### src/rtl/brt_pkg.sv
package brt_pkg;

   typedef enum logic [2:0] {
      BRT_IDLE  = 3'd0,
      BRT_OPEN  = 3'd1,
      BRT_SHUT  = 3'd2,
      BRT_SHUTX = 3'd3,
      BRT_RFSH  = 3'd4,
      BRT_RD    = 3'd5,
      BRT_WR    = 3'd6,
      BRT_RSVD  = 3'd7
   } brt_cmd_e;

   localparam int unsigned BRT_CODE_W = 3;

endpackage

### src/rtl/brt_decode.sv
module brt_decode
   import brt_pkg::*;
#(
   parameter int unsigned NUM_BANKS = 8,
   parameter int unsigned BANK_W    = 3
) (
   input  logic                    cmd_valid,
   input  logic [BRT_CODE_W-1:0]   cmd_code,
   input  logic [BANK_W-1:0]       cmd_bank,
   input  logic                    refresh_per_bank,
   output logic [NUM_BANKS-1:0]    act_vec,
   output logic [NUM_BANKS-1:0]    close_vec
);

   brt_cmd_e code;
   logic     is_act;
   logic     close_one;
   logic     close_all;

   always_comb begin
      code      = brt_cmd_e'(cmd_code);
      is_act    = 1'b0;
      close_one = 1'b0;
      close_all = 1'b0;
      if (cmd_valid) begin
         case (code)
            BRT_OPEN:  is_act    = 1'b1;
            BRT_SHUT:  close_one = 1'b1;
            BRT_SHUTX: close_all = 1'b1;
            BRT_RFSH: begin
               close_one = refresh_per_bank;
               close_all = !refresh_per_bank;
            end
            default: ;
         endcase
      end
   end

   for (genvar b = 0; b < NUM_BANKS; b++) begin : g_bank
      logic hit;
      assign hit          = (cmd_bank == BANK_W'(b));
      assign act_vec[b]   = is_act && hit;
      assign close_vec[b] = close_all || (close_one && hit);
   end

endmodule

### src/rtl/brt_bank_slot.sv
module brt_bank_slot #(
   parameter int unsigned ROW_W = 14
) (
   input  logic             clk,
   input  logic             rst_n,
   input  logic             act_en,
   input  logic             close_en,
   input  logic [ROW_W-1:0] row_in,
   output logic             open_q,
   output logic [ROW_W-1:0] row_q
);

   always_ff @(posedge clk or negedge rst_n) begin
      if (!rst_n) begin
         open_q <= 1'b0;
         row_q  <= '0;
      end else if (act_en) begin
         open_q <= 1'b1;
         row_q  <= row_in;
      end else if (close_en) begin
         open_q <= 1'b0;
      end
   end

   // an activate opens the slot and stores the new row.
   a_r2_act_loads: assert property (@(posedge clk) disable iff (!rst_n)
      act_en |=> (open_q && row_q == $past(row_in)));

   // a close leaves the stored row where it was.
   a_r4_close_keeps_row: assert property (@(posedge clk) disable iff (!rst_n)
      (close_en && !act_en) |=> (!open_q && $stable(row_q)));

endmodule

### src/rtl/brt_read_mux.sv
module brt_read_mux #(
   parameter int unsigned NUM_BANKS = 8,
   parameter int unsigned BANK_W    = 3,
   parameter int unsigned ROW_W     = 14
) (
   input  logic [NUM_BANKS-1:0]            open_flags,
   input  logic [NUM_BANKS-1:0][ROW_W-1:0] rows,
   input  logic [BANK_W-1:0]               sel_bank,
   output logic                            sel_open,
   output logic [ROW_W-1:0]                sel_row
);

   always_comb begin
      sel_open = open_flags[sel_bank];
      sel_row  = sel_open ? rows[sel_bank] : '0;
   end

endmodule

### src/rtl/bank_row_tracker.sv
module bank_row_tracker
   import brt_pkg::*;
#(
   parameter int unsigned NUM_BANKS = 8,
   parameter int unsigned ROW_W     = 14,
   localparam int unsigned BANK_W   = (NUM_BANKS > 1) ? $clog2(NUM_BANKS) : 1
) (
   input  logic                  clk,
   input  logic                  rst_n,
   input  logic                  cmd_valid,
   input  logic [BRT_CODE_W-1:0] cmd_code,
   input  logic [BANK_W-1:0]     cmd_bank,
   input  logic [ROW_W-1:0]      cmd_row,
   input  logic                  refresh_per_bank,
   output logic [NUM_BANKS-1:0]  open_flags,
   input  logic [BANK_W-1:0]     sel_bank,
   output logic                  sel_open,
   output logic [ROW_W-1:0]      sel_row
);

   if (NUM_BANKS < 2 || (NUM_BANKS & (NUM_BANKS - 1)) != 0) begin : g_bad_banks
      $error("bank_row_tracker: NUM_BANKS must be a power of two, at least 2");
   end
   if (ROW_W < 1 || ROW_W > 32) begin : g_bad_row
      $error("bank_row_tracker: ROW_W must lie between 1 and 32");
   end

   logic [NUM_BANKS-1:0]            act_vec;
   logic [NUM_BANKS-1:0]            close_vec;
   logic [NUM_BANKS-1:0][ROW_W-1:0] rows;

   brt_decode #(
      .NUM_BANKS (NUM_BANKS),
      .BANK_W    (BANK_W)
   ) i_decode (
      .cmd_valid        (cmd_valid),
      .cmd_code         (cmd_code),
      .cmd_bank         (cmd_bank),
      .refresh_per_bank (refresh_per_bank),
      .act_vec          (act_vec),
      .close_vec        (close_vec)
   );

   for (genvar b = 0; b < NUM_BANKS; b++) begin : g_slot
      brt_bank_slot #(
         .ROW_W (ROW_W)
      ) i_slot (
         .clk      (clk),
         .rst_n    (rst_n),
         .act_en   (act_vec[b]),
         .close_en (close_vec[b]),
         .row_in   (cmd_row),
         .open_q   (open_flags[b]),
         .row_q    (rows[b])
      );
   end

   brt_read_mux #(
      .NUM_BANKS (NUM_BANKS),
      .BANK_W    (BANK_W),
      .ROW_W     (ROW_W)
   ) i_mux (
      .open_flags (open_flags),
      .rows       (rows),
      .sel_bank   (sel_bank),
      .sel_open   (sel_open),
      .sel_row    (sel_row)
   );

   logic is_pre, is_prea, is_ref, is_quiet;
   assign is_pre   = cmd_valid && cmd_code == BRT_SHUT;
   assign is_prea  = cmd_valid && cmd_code == BRT_SHUTX;
   assign is_ref   = cmd_valid && cmd_code == BRT_RFSH;
   assign is_quiet = !cmd_valid || cmd_code == BRT_IDLE || cmd_code == BRT_RD
                     || cmd_code == BRT_WR || cmd_code == BRT_RSVD;

   a_r4_pre_one_bank: assert property (@(posedge clk) disable iff (!rst_n)
      is_pre |=> (!open_flags[$past(cmd_bank)]
                  && (((open_flags ^ $past(open_flags))
                       & ~(NUM_BANKS'(1) << $past(cmd_bank))) == '0)));

   a_r5_prea_all: assert property (@(posedge clk) disable iff (!rst_n)
      is_prea |=> (open_flags == '0));

   a_r6_ref_one_bank: assert property (@(posedge clk) disable iff (!rst_n)
      (is_ref && refresh_per_bank) |=> (!open_flags[$past(cmd_bank)]
                  && (((open_flags ^ $past(open_flags))
                       & ~(NUM_BANKS'(1) << $past(cmd_bank))) == '0)));

   a_r7_ref_all: assert property (@(posedge clk) disable iff (!rst_n)
      (is_ref && !refresh_per_bank) |=> (open_flags == '0));

   a_r8_quiet_hold: assert property (@(posedge clk) disable iff (!rst_n)
      (cmd_valid && is_quiet) |=> $stable(open_flags));

   a_r9_idle_hold: assert property (@(posedge clk) disable iff (!rst_n)
      !cmd_valid |=> $stable(open_flags));

   a_r10_sel_flag: assert property (@(posedge clk) disable iff (!rst_n)
      (sel_open == open_flags[sel_bank]) && (sel_open || sel_row == '0));

endmodule

### config.mk
export PLATFORM = sky130hd
export DESIGN_NAME = bank_row_tracker
export DESIGN_NICKNAME = d
export VERILOG_FILES = /design/src/rtl/brt_pkg.sv /design/src/rtl/brt_decode.sv /design/src/rtl/brt_bank_slot.sv /design/src/rtl/brt_read_mux.sv /design/src/rtl/bank_row_tracker.sv
export SDC_FILE = /design/constraint.sdc
export NUM_CORES = 1
export LEC_CHECK = 0
export BUFFER_PORTS_ARGS = -buffer_cell sky130_fd_sc_hd__buf_2
export CAP_MARGIN = 30
export CORE_UTILIZATION = 35
export CTS_CLUSTER_SIZE = 40
export DETAILED_ROUTE_END_ITERATION = 16
export GPL_TIMING_DRIVEN = 0
export PLACE_DENSITY = 0.61
export SYNTH_ARGS = -nofsm -noshare
export SYNTH_HDL_FRONTEND = slang
export SYNTH_SLANG_ARGS = --single-unit
### constraint.sdc
create_clock -name clk -period 2.5 [get_ports clk]
set_clock_uncertainty 0.1 [all_clocks]
set_input_delay 0.5 -clock clk [delete_from_list [all_inputs] [get_ports clk]]
set_output_delay 0.5 -clock clk [all_outputs]
set_load 0.01 [all_outputs]
==> impl_metrics.tcl, run 1 <==
set metrics [dict create \
    power_density_mw_per_mm2 796 \
    period_share_pct 100 \
    hp-start "cmd_row[5]" \
    arrival_ns 1.90 \
    drv_slew 0 \
    globalRouteTotalUtil_pct 16.7 \
    syn_avg_cell_area_um2 15.7 \
    h-tree-depth 4 \
    rsz0062_at_grt "true" \
    setup_viol 1 \
    worst_slack_ns -0.00123 \
    max_freq_mhz 400 \
    worstMarginPinSlew_ns 0.621 \
    nets 462 \
    rows 46 \
    numPortBuffers 47 \
    critical_path_peak_fanout 10 \
    r2r_start "g_slot[5].i_slot.open_q$_DFFE_PN0P_" \
    grt_max_degree 72 \
    power_uw 5580 \
    syn_to_final_growth_pct 23.7 \
    violations "setup timing" \
    dp_cells 625 \
    yosysMostFrequentCell "dfrtp_1" \
    io_pins 50 \
    place_ws_ns -0.208 \
    dpl.hpwl_mm 8.19 \
    avgRoutedWirePerCell_um 18.7 \
    core_mm2 0.0158 \
    endpoint_kind "output pin" \
    fin_hold_ws_ns 0.321 \
    synth.largest_area_cell "dfrtp_1" \
    drt_pass1_iterations 4 \
    fillCellCount 1437 \
    clk_pin_slew_ns 0.05 \
    diodes 0 \
    overflow 0 \
    synth_area_mm2 0.00567 \
    cp-start-kind "primary input" \
    synth_top_area_share_pct 52.9 \
    syn_nets 388 \
    seq_area_frac_synth_pct 52.9 \
    holdCritPathClass "in -> reg" \
    period_needed_ns 2.50 \
    drc 0 \
    synth_async_sr_flop_share_pct 100 \
    post_dp_cell_area_mm2 0.00621 \
    clock_latency_ns 0.41 \
    clock_sinks 120 \
    irDropWorstVdd_mv 0.549 \
    ys_warn_count 0 \
    ys_top_cells_by_area "dfrtp_1 (53%), mux2_2 (22%), mux4_2 (12%)" \
    synth_edf_count 0 \
    startpoint "sel_bank[2]" \
    synth-seq-cells 120 \
    drt_iter0_drc 92 \
    antenna_found_initial 0 \
    path_class "in -> out" \
    drv_cap 0 \
    multiInputGateArea_mm2 0.00248 \
    place_congestion 0.725 \
    die_h_um 129 \
    vias 3290 \
    start_util_pct 35.8 \
    grt_pass1_wl_mm 20.1 \
    clk_root_buffer_cell "clkbuf_16" \
    avgViaCountPerCell 4.95 \
    finalNonFillerCells 664 \
    grt_pass1_vias 3664 \
    cts_made_buffers 17 \
    tritoncts "done" \
    slew_headroom_pct 58.3 \
    fp.dieW_um 129 \
    yosys_most_used_dff "dfrtp_1" \
    drive_gt1_share_pct 60.3 \
    critPathRequiredTime_ns 1.90 \
    synth_cells 361 \
    cts_buffer_depth 2 \
    hold_viol_final 0 \
    die-area_mm2 0.0167 \
    drt-total-wl_mm 12.4 \
    seq_area_mm2 0.00300 \
    status "finished with violations" \
    fin_area_mm2 0.00702 \
    leakage_uw 0.00332 \
    netlist_top_cells_count "dfrtp_1 (120), mux2_2 (112), mux4_2 (30)" \
    ant_nets 0 \
    yosysUniqueCellTypes 25 \
]
==> timing repair <==
item	4_1_cts	5_1_grt
hold buffers	1	0
pin swaps	0	4
hold endpoints to repair	49	0
setup endpoints to repair	15	15
buffers inserted	2	4
gates cloned	0	0
resized for setup	10	19
==> power by group <==
part	internal [µW]	leakage (µW)	switching (µW)	total, µW
clock network	1770	0.000311	828	2600
registers	2190	0.00160	120	2310
logic	401	0.00141	266	667
total	4370	0.00332	1210	5580
==> final timing paths <==
path / slack (ns) / endpoint / cells past startpoint
max in group asynchronous: 1.10 / g_slot[2].i_slot.open_q$_DFFE_PN0P_ / 3
min in group asynchronous: 0.50 / g_slot[0].i_slot.row_q[1]$_DFFE_PN0P_ / 2
max reg2reg: 1.52 / g_slot[5].i_slot.open_q$_DFFE_PN0P_ / 2
min reg2reg: 0.40 / g_slot[6].i_slot.row_q[12]$_DFFE_PN0P_ / 1
max: -0.001 / sel_row[5] / 6
min: 0.32 / g_slot[5].i_slot.row_q[5]$_DFFE_PN0P_ / 2
==> cells by family after synthesis <==
family                 Yosys count  share of synthesized area, %
multiplexers                   157                          37.0
AND/OR/NAND/NOR                 34                          3.55
buffers and inverters           33                          4.06
flip-flops                     120                          52.9
AO/OA/AOI/OAI                   17                          2.45
==> cell usage in the layout (no fill, tap or decap), drive strengths merged <==
master	synthesis	layout
clkbuf	1	27
mux2	112	112
dlygate4sd3	0	1
and2	3	3
and3b	1	1
mux4	30	30
and3	5	5
o211ai	8	8
a31o	5	5
mux2i	15	15
inv	1	1
buf	31	83
nor2	15	15
nor4b	1	1
nand3	3	3
dfrtp	120	120
o21ai	1	1
nor2b	3	3
clkdlybuf4s15	0	1
nor3b	2	2
a32o	3	3
clkinv	0	3
and4bb	1	1
bufinv	0	4
==> per-stage QoR <==
stage / TNS, ns / util, %
floorplan: 0 / -
global placement: -69.38 / 39.0
detailed placement: -2.63 / 39.2
CTS: -0.109 / 43.6
global route: -0.782 / 44.3
finish: -0.00123 / 44.3
==> worst max-delay path: stages <==
cell and delay (ns):
buf_2 0.24, mux4_2 0.57, mux2i_4 0.20, buf_8 0.18, nor2_1 0.07, buf_2 0.13
==> state kept, by name (all words and copies together), names as in the netlist <==
register and count:
g_slot.i_slot.open_q 8, g_slot.i_slot.row_q 112
==> per-layer routing <==
metal  global-route usage, %  share of wire (%)  vias up
met5                       0                  0        -
met4                    6.02                1.3        0
met3                    4.58                3.8       13
met2                    27.0                 49       55
met1                    21.7                 46     1719
li1                        -                  -     1503
==> area by class of cell <==
class / instances / area share, %
sequential: 120 / 42.8
multi-input combinational: 208 / 35.3
clock buffer: 25 / 7.06
timing repair buffer: 55 / 5.12
tap: 216 / 3.85
buffer: 32 / 3.80
clock inverter: 7 / 1.98
inverter: 1 / 0.0535
No activity file was read; power rests on OpenSTA's default activity.
==> run 2, diff against run 1 <==
- CORE_ASPECT_RATIO: default -> 2
==> run 2 against run 1 <==
  * The flow still finishes with violations (setup timing)
  * Critical endpoint is now sel_row[3]
  * Count of clock-buffer cells in the layout decreased by 5
  * Via count increased by 0.70%
  * Die area increased by 0.19%
  * Setup slack got worse by 0.013 ns
  * Sequential share of layout area increased by 0.38 points
==> impl_metrics.tcl, run 2 (synthesized netlist as in run 1, its figures left out) <==
set metrics [dict create \
    die_h_um 182 \
    critPathRequiredTime_ns 1.90 \
    setup_viol 2 \
    antenna_found_initial 0 \
    worst_slack_ns -0.0146 \
    cts_made_buffers 17 \
    tritoncts "done" \
    leakage_uw 0.00330 \
    avgRoutedWirePerCell_um 19.8 \
    numPortBuffers 47 \
    drive_gt1_share_pct 60.3 \
    place_ws_ns -0.298 \
    holdCritPathClass "in -> reg" \
    drt_pass1_iterations 4 \
    critPathMaxStageDelay_ns 0.51 \
    critPathTopFamily "multiplexers" \
    regMostFlops "g_slot.i_slot.row_q" \
    fillCellCount 1470 \
    violations "setup timing" \
    drv_slew 0 \
    reg_top3 "g_slot.i_slot.row_q: 112 flops, g_slot.i_slot.open_q: 8 flops" \
    worstPathBufferInverterCount 2 \
    dpl.hpwl_mm 9.12 \
    core_mm2 0.0158 \
    largest_register_ff_count 112 \
    vias 3313 \
    endpoint_kind "output pin" \
    overflow 0 \
    path_cells "mux4_2 -> mux2i_4 -> buf_6 -> nor2_2 -> buf_2" \
    rsz0062_at_grt "true" \
    io_pins 50 \
    dp_cells 611 \
    irDropWorstVdd_mv 0.469 \
    layout_commonest_cell "dfrtp_1" \
    h-tree-depth 4 \
    clk_pin_slew_ns 0.06 \
    post_dp_cell_area_mm2 0.00621 \
    start_util_pct 36.0 \
    path_class "reg -> out" \
    diodes 0 \
    drv_cap 0 \
    clock_latency_ns 0.41 \
    critical_path_peak_fanout 5 \
    multiInputGateArea_mm2 0.00247 \
    period_needed_ns 2.51 \
    max_freq_mhz 398 \
    drc 0 \
    cts_buffer_depth 2 \
    syn_to_final_growth_pct 22.6 \
    nets 462 \
    worstMarginPinSlew_ns 0.621 \
    seq_area_mm2 0.00300 \
    fin_area_mm2 0.00696 \
    die-area_mm2 0.0168 \
    cp_slowest_cell "mux4_2" \
    slew_headroom_pct 58.3 \
    fp.dieW_um 92.0 \
    globalRouteTotalUtil_pct 16.8 \
    cp-start-kind "register" \
    power_density_mw_per_mm2 796 \
    ant_nets 0 \
    hold_viol_final 0 \
    arrival_ns 1.91 \
    rows 65 \
    layout_common_cells "dfrtp_1 (120), mux2_2 (112), buf_2 (45), mux4_2 (30), buf_4 (25)" \
    grt_pass1_wl_mm 20.7 \
    clock_sinks 120 \
    clk_root_buffer_cell "clkbuf_16" \
    drt-total-wl_mm 12.8 \
    grt_pass1_vias 3670 \
    finalNonFillerCells 649 \
    period_share_pct 101 \
    avgViaCountPerCell 5.10 \
    status "finished with violations" \
    place_congestion 0.714 \
    grt_max_degree 106 \
    drt_iter0_drc 123 \
]
-- run 2: changes by cell type in the layout (fill, tap and decap cells not counted), moves of 2 or more --
cell        previous run  this run
clkbuf_8               4         1
clkinvlp_4             0         3
buf_6                 12        10
clkbuf_1               5         3
nor2_4                 5         3
-- run 2: area by class of cell --
class / count / area share [%]
well taps: 201 / 3.62
clock inverters: 12 / 2.52
repair buffers: 55 / 5.09
plain buffers: 32 / 3.65
clock buffers: 20 / 6.42
multi-input cells: 208 / 35.5
inverters: 1 / 0.0540
flip-flops and latches: 120 / 43.2
-- run 2: report_power, final --
part           internal [µW]  total (µW)  switching (µW)
combinational            398         667             269
sequential              2190        2310             120
clock                   1690        2550             865
-- run 2: path summary, 6_finish.rpt --
path                       slack (ns)                                  start                                     to  cells after the start
max                             -0.01    g_slot[6].i_slot.open_q$_DFFE_PN0P_                             sel_row[3]                      5
min                              0.33                             cmd_row[7]  g_slot[1].i_slot.row_q[7]$_DFFE_PN0P_                      2
max in group asynchronous        1.16                                  rst_n  g_slot[1].i_slot.row_q[2]$_DFFE_PN0P_                      3
min in group asynchronous        0.39                                  rst_n  g_slot[3].i_slot.row_q[9]$_DFFE_PN0P_                      2
max reg2reg                      1.55    g_slot[6].i_slot.open_q$_DFFE_PN0P_    g_slot[6].i_slot.open_q$_DFFE_PN0P_                      2
min reg2reg                      0.40  g_slot[6].i_slot.row_q[8]$_DFFE_PN0P_  g_slot[6].i_slot.row_q[8]$_DFFE_PN0P_                      1
-- run 2: repair_timing --
| action | CTS | global route |
|---|---|---|
| setup endpoints to repair | 15 | 15 |
| setup buffers | 4 | 1 |
| hold endpoints to repair | 15 | 0 |
| gates resized for setup | 8 | 13 |
| hold buffers | 1 | 0 |
| pin swaps | 0 | 0 |
-- run 2: per-layer routing --
metal  global-route usage [%]  share of wire (%)  up-vias
li1                         -                  -     1500
met1                     18.2                 38     1758
met2                     31.6                 59       40
met3                     3.14                1.8       15
met4                     6.31                1.9        0
met5                        0                  0        -
-- run 2: stage by stage --
stage               setup TNS, ns  hold WS, ns  utilization, %  total power (µW)
finish                    -0.0172        0.325            44.1              5540
CTS                        -0.241        0.318            43.7              5570
floorplan                       0        0.104               -              2770
detailed placement          -3.58        0.245            39.3              3000
global route               -0.861        0.325            44.1              5760
global placement           -66.27        0.382            39.0              2940
==> run 3, diff against run 2 <==
- CORE_UTILIZATION: 35 -> 33
- PLACE_DENSITY: 0.61 -> 0.58
==> run 3 against run 2 <==
  * The flow still finishes with violations (setup timing)
  * Hold slack got worse by 0.016 ns
  * Count of clock-buffer cells in the layout did not move
  * Critical path depth rose by 1
  * Via count rose by 2.4%
  * Global-route usage rose by 0.16 points
  * Sequential share of layout area fell by 1.2 points
  * First-iteration DRC count fell by 11%
  * Die area rose by 6.0%
  * Non-clock buffer count rose by 2
==> impl_metrics.tcl, run 3 (synthesized netlist as in run 1, its figures left out) <==
set metrics [dict create \
    hold_viol_final 0 \
    die-area_mm2 0.0178 \
    fin_util_pct 42.7 \
    worst_slack_ns -0.0830 \
    drt_iter0_drc 110 \
    diodes 0 \
    fillCellCount 1539 \
    period_share_pct 103 \
    vias 3393 \
    core_mm2 0.0168 \
    fp.dieW_um 94.7 \
    post_dp_cell_area_mm2 0.00620 \
    grt_max_degree 106 \
    worstMarginPinSlew_ns 0.581 \
    r2r_start "g_slot[7].i_slot.open_q$_DFFE_PN0P_" \
    avgViaCountPerCell 5.16 \
    cts_buffer_depth 2 \
    setup_viol 15 \
    numPortBuffers 47 \
    layout_common_cells "dfrtp_1 (120), mux2_2 (112), buf_2 (39), mux4_2 (30), buf_4 (25)" \
    power_density_mw_per_mm2 802 \
    crit_end "sel_row[8]" \
    use_met2_pct 30.5 \
    overflow 0 \
    ant_nets 0 \
    regMostFlops "g_slot.i_slot.row_q" \
    clock_sinks 120 \
    critPathMaxStageDelay_ns 0.51 \
    use_met3_pct 3.54 \
    use_met1_pct 18.5 \
    nets 464 \
    cts_made_buffers 17 \
    path_class "reg -> out" \
    fin_hold_ws_ns 0.310 \
    period_needed_ns 2.58 \
    die_h_um 187 \
    slew_headroom_pct 61.0 \
    cp.depth 6 \
    reg2regPathDepth 2 \
    worstPathBufferInverterCount 3 \
    drc 0 \
    tritoncts "done" \
    drt-total-wl_mm 13.7 \
    rows 67 \
    endpoint_kind "output pin" \
    holdCritPathClass "in -> reg" \
    leakage_uw 0.00335 \
    grt_pass1_vias 3817 \
    start_util_pct 33.8 \
    violations "setup timing" \
    drv_cap 0 \
    r2r-end "g_slot[7].i_slot.open_q$_DFFE_PN0P_" \
    busiest_layer "met2" \
    r2r_setup_slack_ns 1.55 \
    dpl.hpwl_mm 9.27 \
    clk_pin_slew_ns 0.06 \
    avgRoutedWirePerCell_um 20.9 \
    critPathRequiredTime_ns 1.90 \
    fin_area_mm2 0.00716 \
    cp_slowest_cell "mux4_2" \
    place_congestion 0.806 \
    drive_gt1_share_pct 63.3 \
    drt_pass1_iterations 4 \
    grt_pass1_wl_mm 21.5 \
    rsz0062_at_grt "true" \
    cp-start-kind "register" \
    h-tree-depth 4 \
    critPathTopFamily "multiplexers" \
    io_pins 50 \
    layout_commonest_cell "dfrtp_1" \
    globalRouteTotalUtil_pct 16.9 \
    drv_slew 0 \
    clock_latency_ns 0.41 \
    reg_top3 "g_slot.i_slot.row_q: 112 flops, g_slot.i_slot.open_q: 8 flops" \
    path_cells "mux4_2 -> mux2i_4 -> buf_12 -> clkbuf_16 -> nor2_2 -> buf_2" \
    arrival_ns 1.98 \
    critical_path_peak_fanout 5 \
    max_freq_mhz 387 \
    largest_register_ff_count 112 \
    startpoint "g_slot[7].i_slot.open_q$_DFFE_PN0P_" \
    antenna_found_initial 0 \
    irDropWorstVdd_mv 0.467 \
    status "finished with violations" \
    syn_to_final_growth_pct 26.2 \
    clk_root_buffer_cell "clkbuf_16" \
]
-- run 3: cell types whose count changed in the layout (fill, tap and decap cells not counted), moves of 2 or more --
cell	before	now
buf_6	10	15
nor2_4	3	9
buf_12	0	3
nor2_1	10	1
nor2_2	2	5
mux2i_2	0	2
buf_2	45	39
mux2i_1	14	12
-- run 3: where the power goes --
part	internal (µW)	switching [µW]	leakage (µW)
registers	2190	121	0.00160
clock network	1820	890	0.000316
logic	424	296	0.00144
total	4440	1310	0.00335
-- run 3: timing repair --
item | CTS | global route
buffers inserted | 6 | 1
endpoints found under the setup margin | 15 | 15
cloned | 0 | 1
gates resized for setup | 24 | 27
hold buffers | 1 | 0
pin swaps | 3 | 5
endpoints found under the hold margin | 15 | 0
-- run 3: per-stage QoR --
| stage | setup slack (ns) | TNS [ns] | std cells | total power (µW) |
|---|---|---|---|---|
| after CTS | -0.111 | -1.41 | 655 | 5750 |
| final | -0.0830 | -0.985 | 657 | 5740 |
| after detailed placement | -0.321 | -4.31 | 616 | 3000 |
| after global placement | -0.532 | -66.20 | 615 | 2940 |
| after global routing | -0.125 | -1.56 | 657 | 5970 |
| after floorplan | 0.215 | 0 | 361 | 2770 |
-- run 3: final cells by class --
| class | count | area (µm²) | area share (%) |
|---|---|---|---|
| well taps | 207 | 259 | 3.62 |
| inverters | 1 | 3.75 | 0.0524 |
| clock buffers | 20 | 457 | 6.38 |
| plain buffers | 32 | 274 | 3.83 |
| multi-input cells | 208 | 2530 | 35.3 |
| flip-flops and latches | 120 | 3000 | 41.9 |
| repair buffers | 57 | 438 | 6.12 |
| clock inverters | 12 | 198 | 2.76 |
-- run 3: layer usage --
layer	wire length [µm]	share of wire (%)
met5	0	0
met4	268	2.0
met3	388	2.8
met2	7860	57
met1	5180	38
-- run 3: worst min-delay path by stage --
stage	startpoint	to	slack, ns	depth (start not counted)
global route	cmd_row[9]	g_slot[6].i_slot.row_q[9]$_DFFE_PN0P_	0.31	2
global placement	g_slot[6].i_slot.row_q[12]$_DFFE_PN0P_	g_slot[6].i_slot.row_q[12]$_DFFE_PN0P_	0.38	1
finish	cmd_row[9]	g_slot[5].i_slot.row_q[9]$_DFFE_PN0P_	0.31	2
floorplan	rst_n	g_slot[0].i_slot.open_q$_DFFE_PN0P_	0.10	0
detailed placement	rst_n	g_slot[4].i_slot.row_q[3]$_DFFE_PN0P_	0.24	1
CTS	cmd_row[9]	g_slot[5].i_slot.row_q[9]$_DFFE_PN0P_	0.29	2
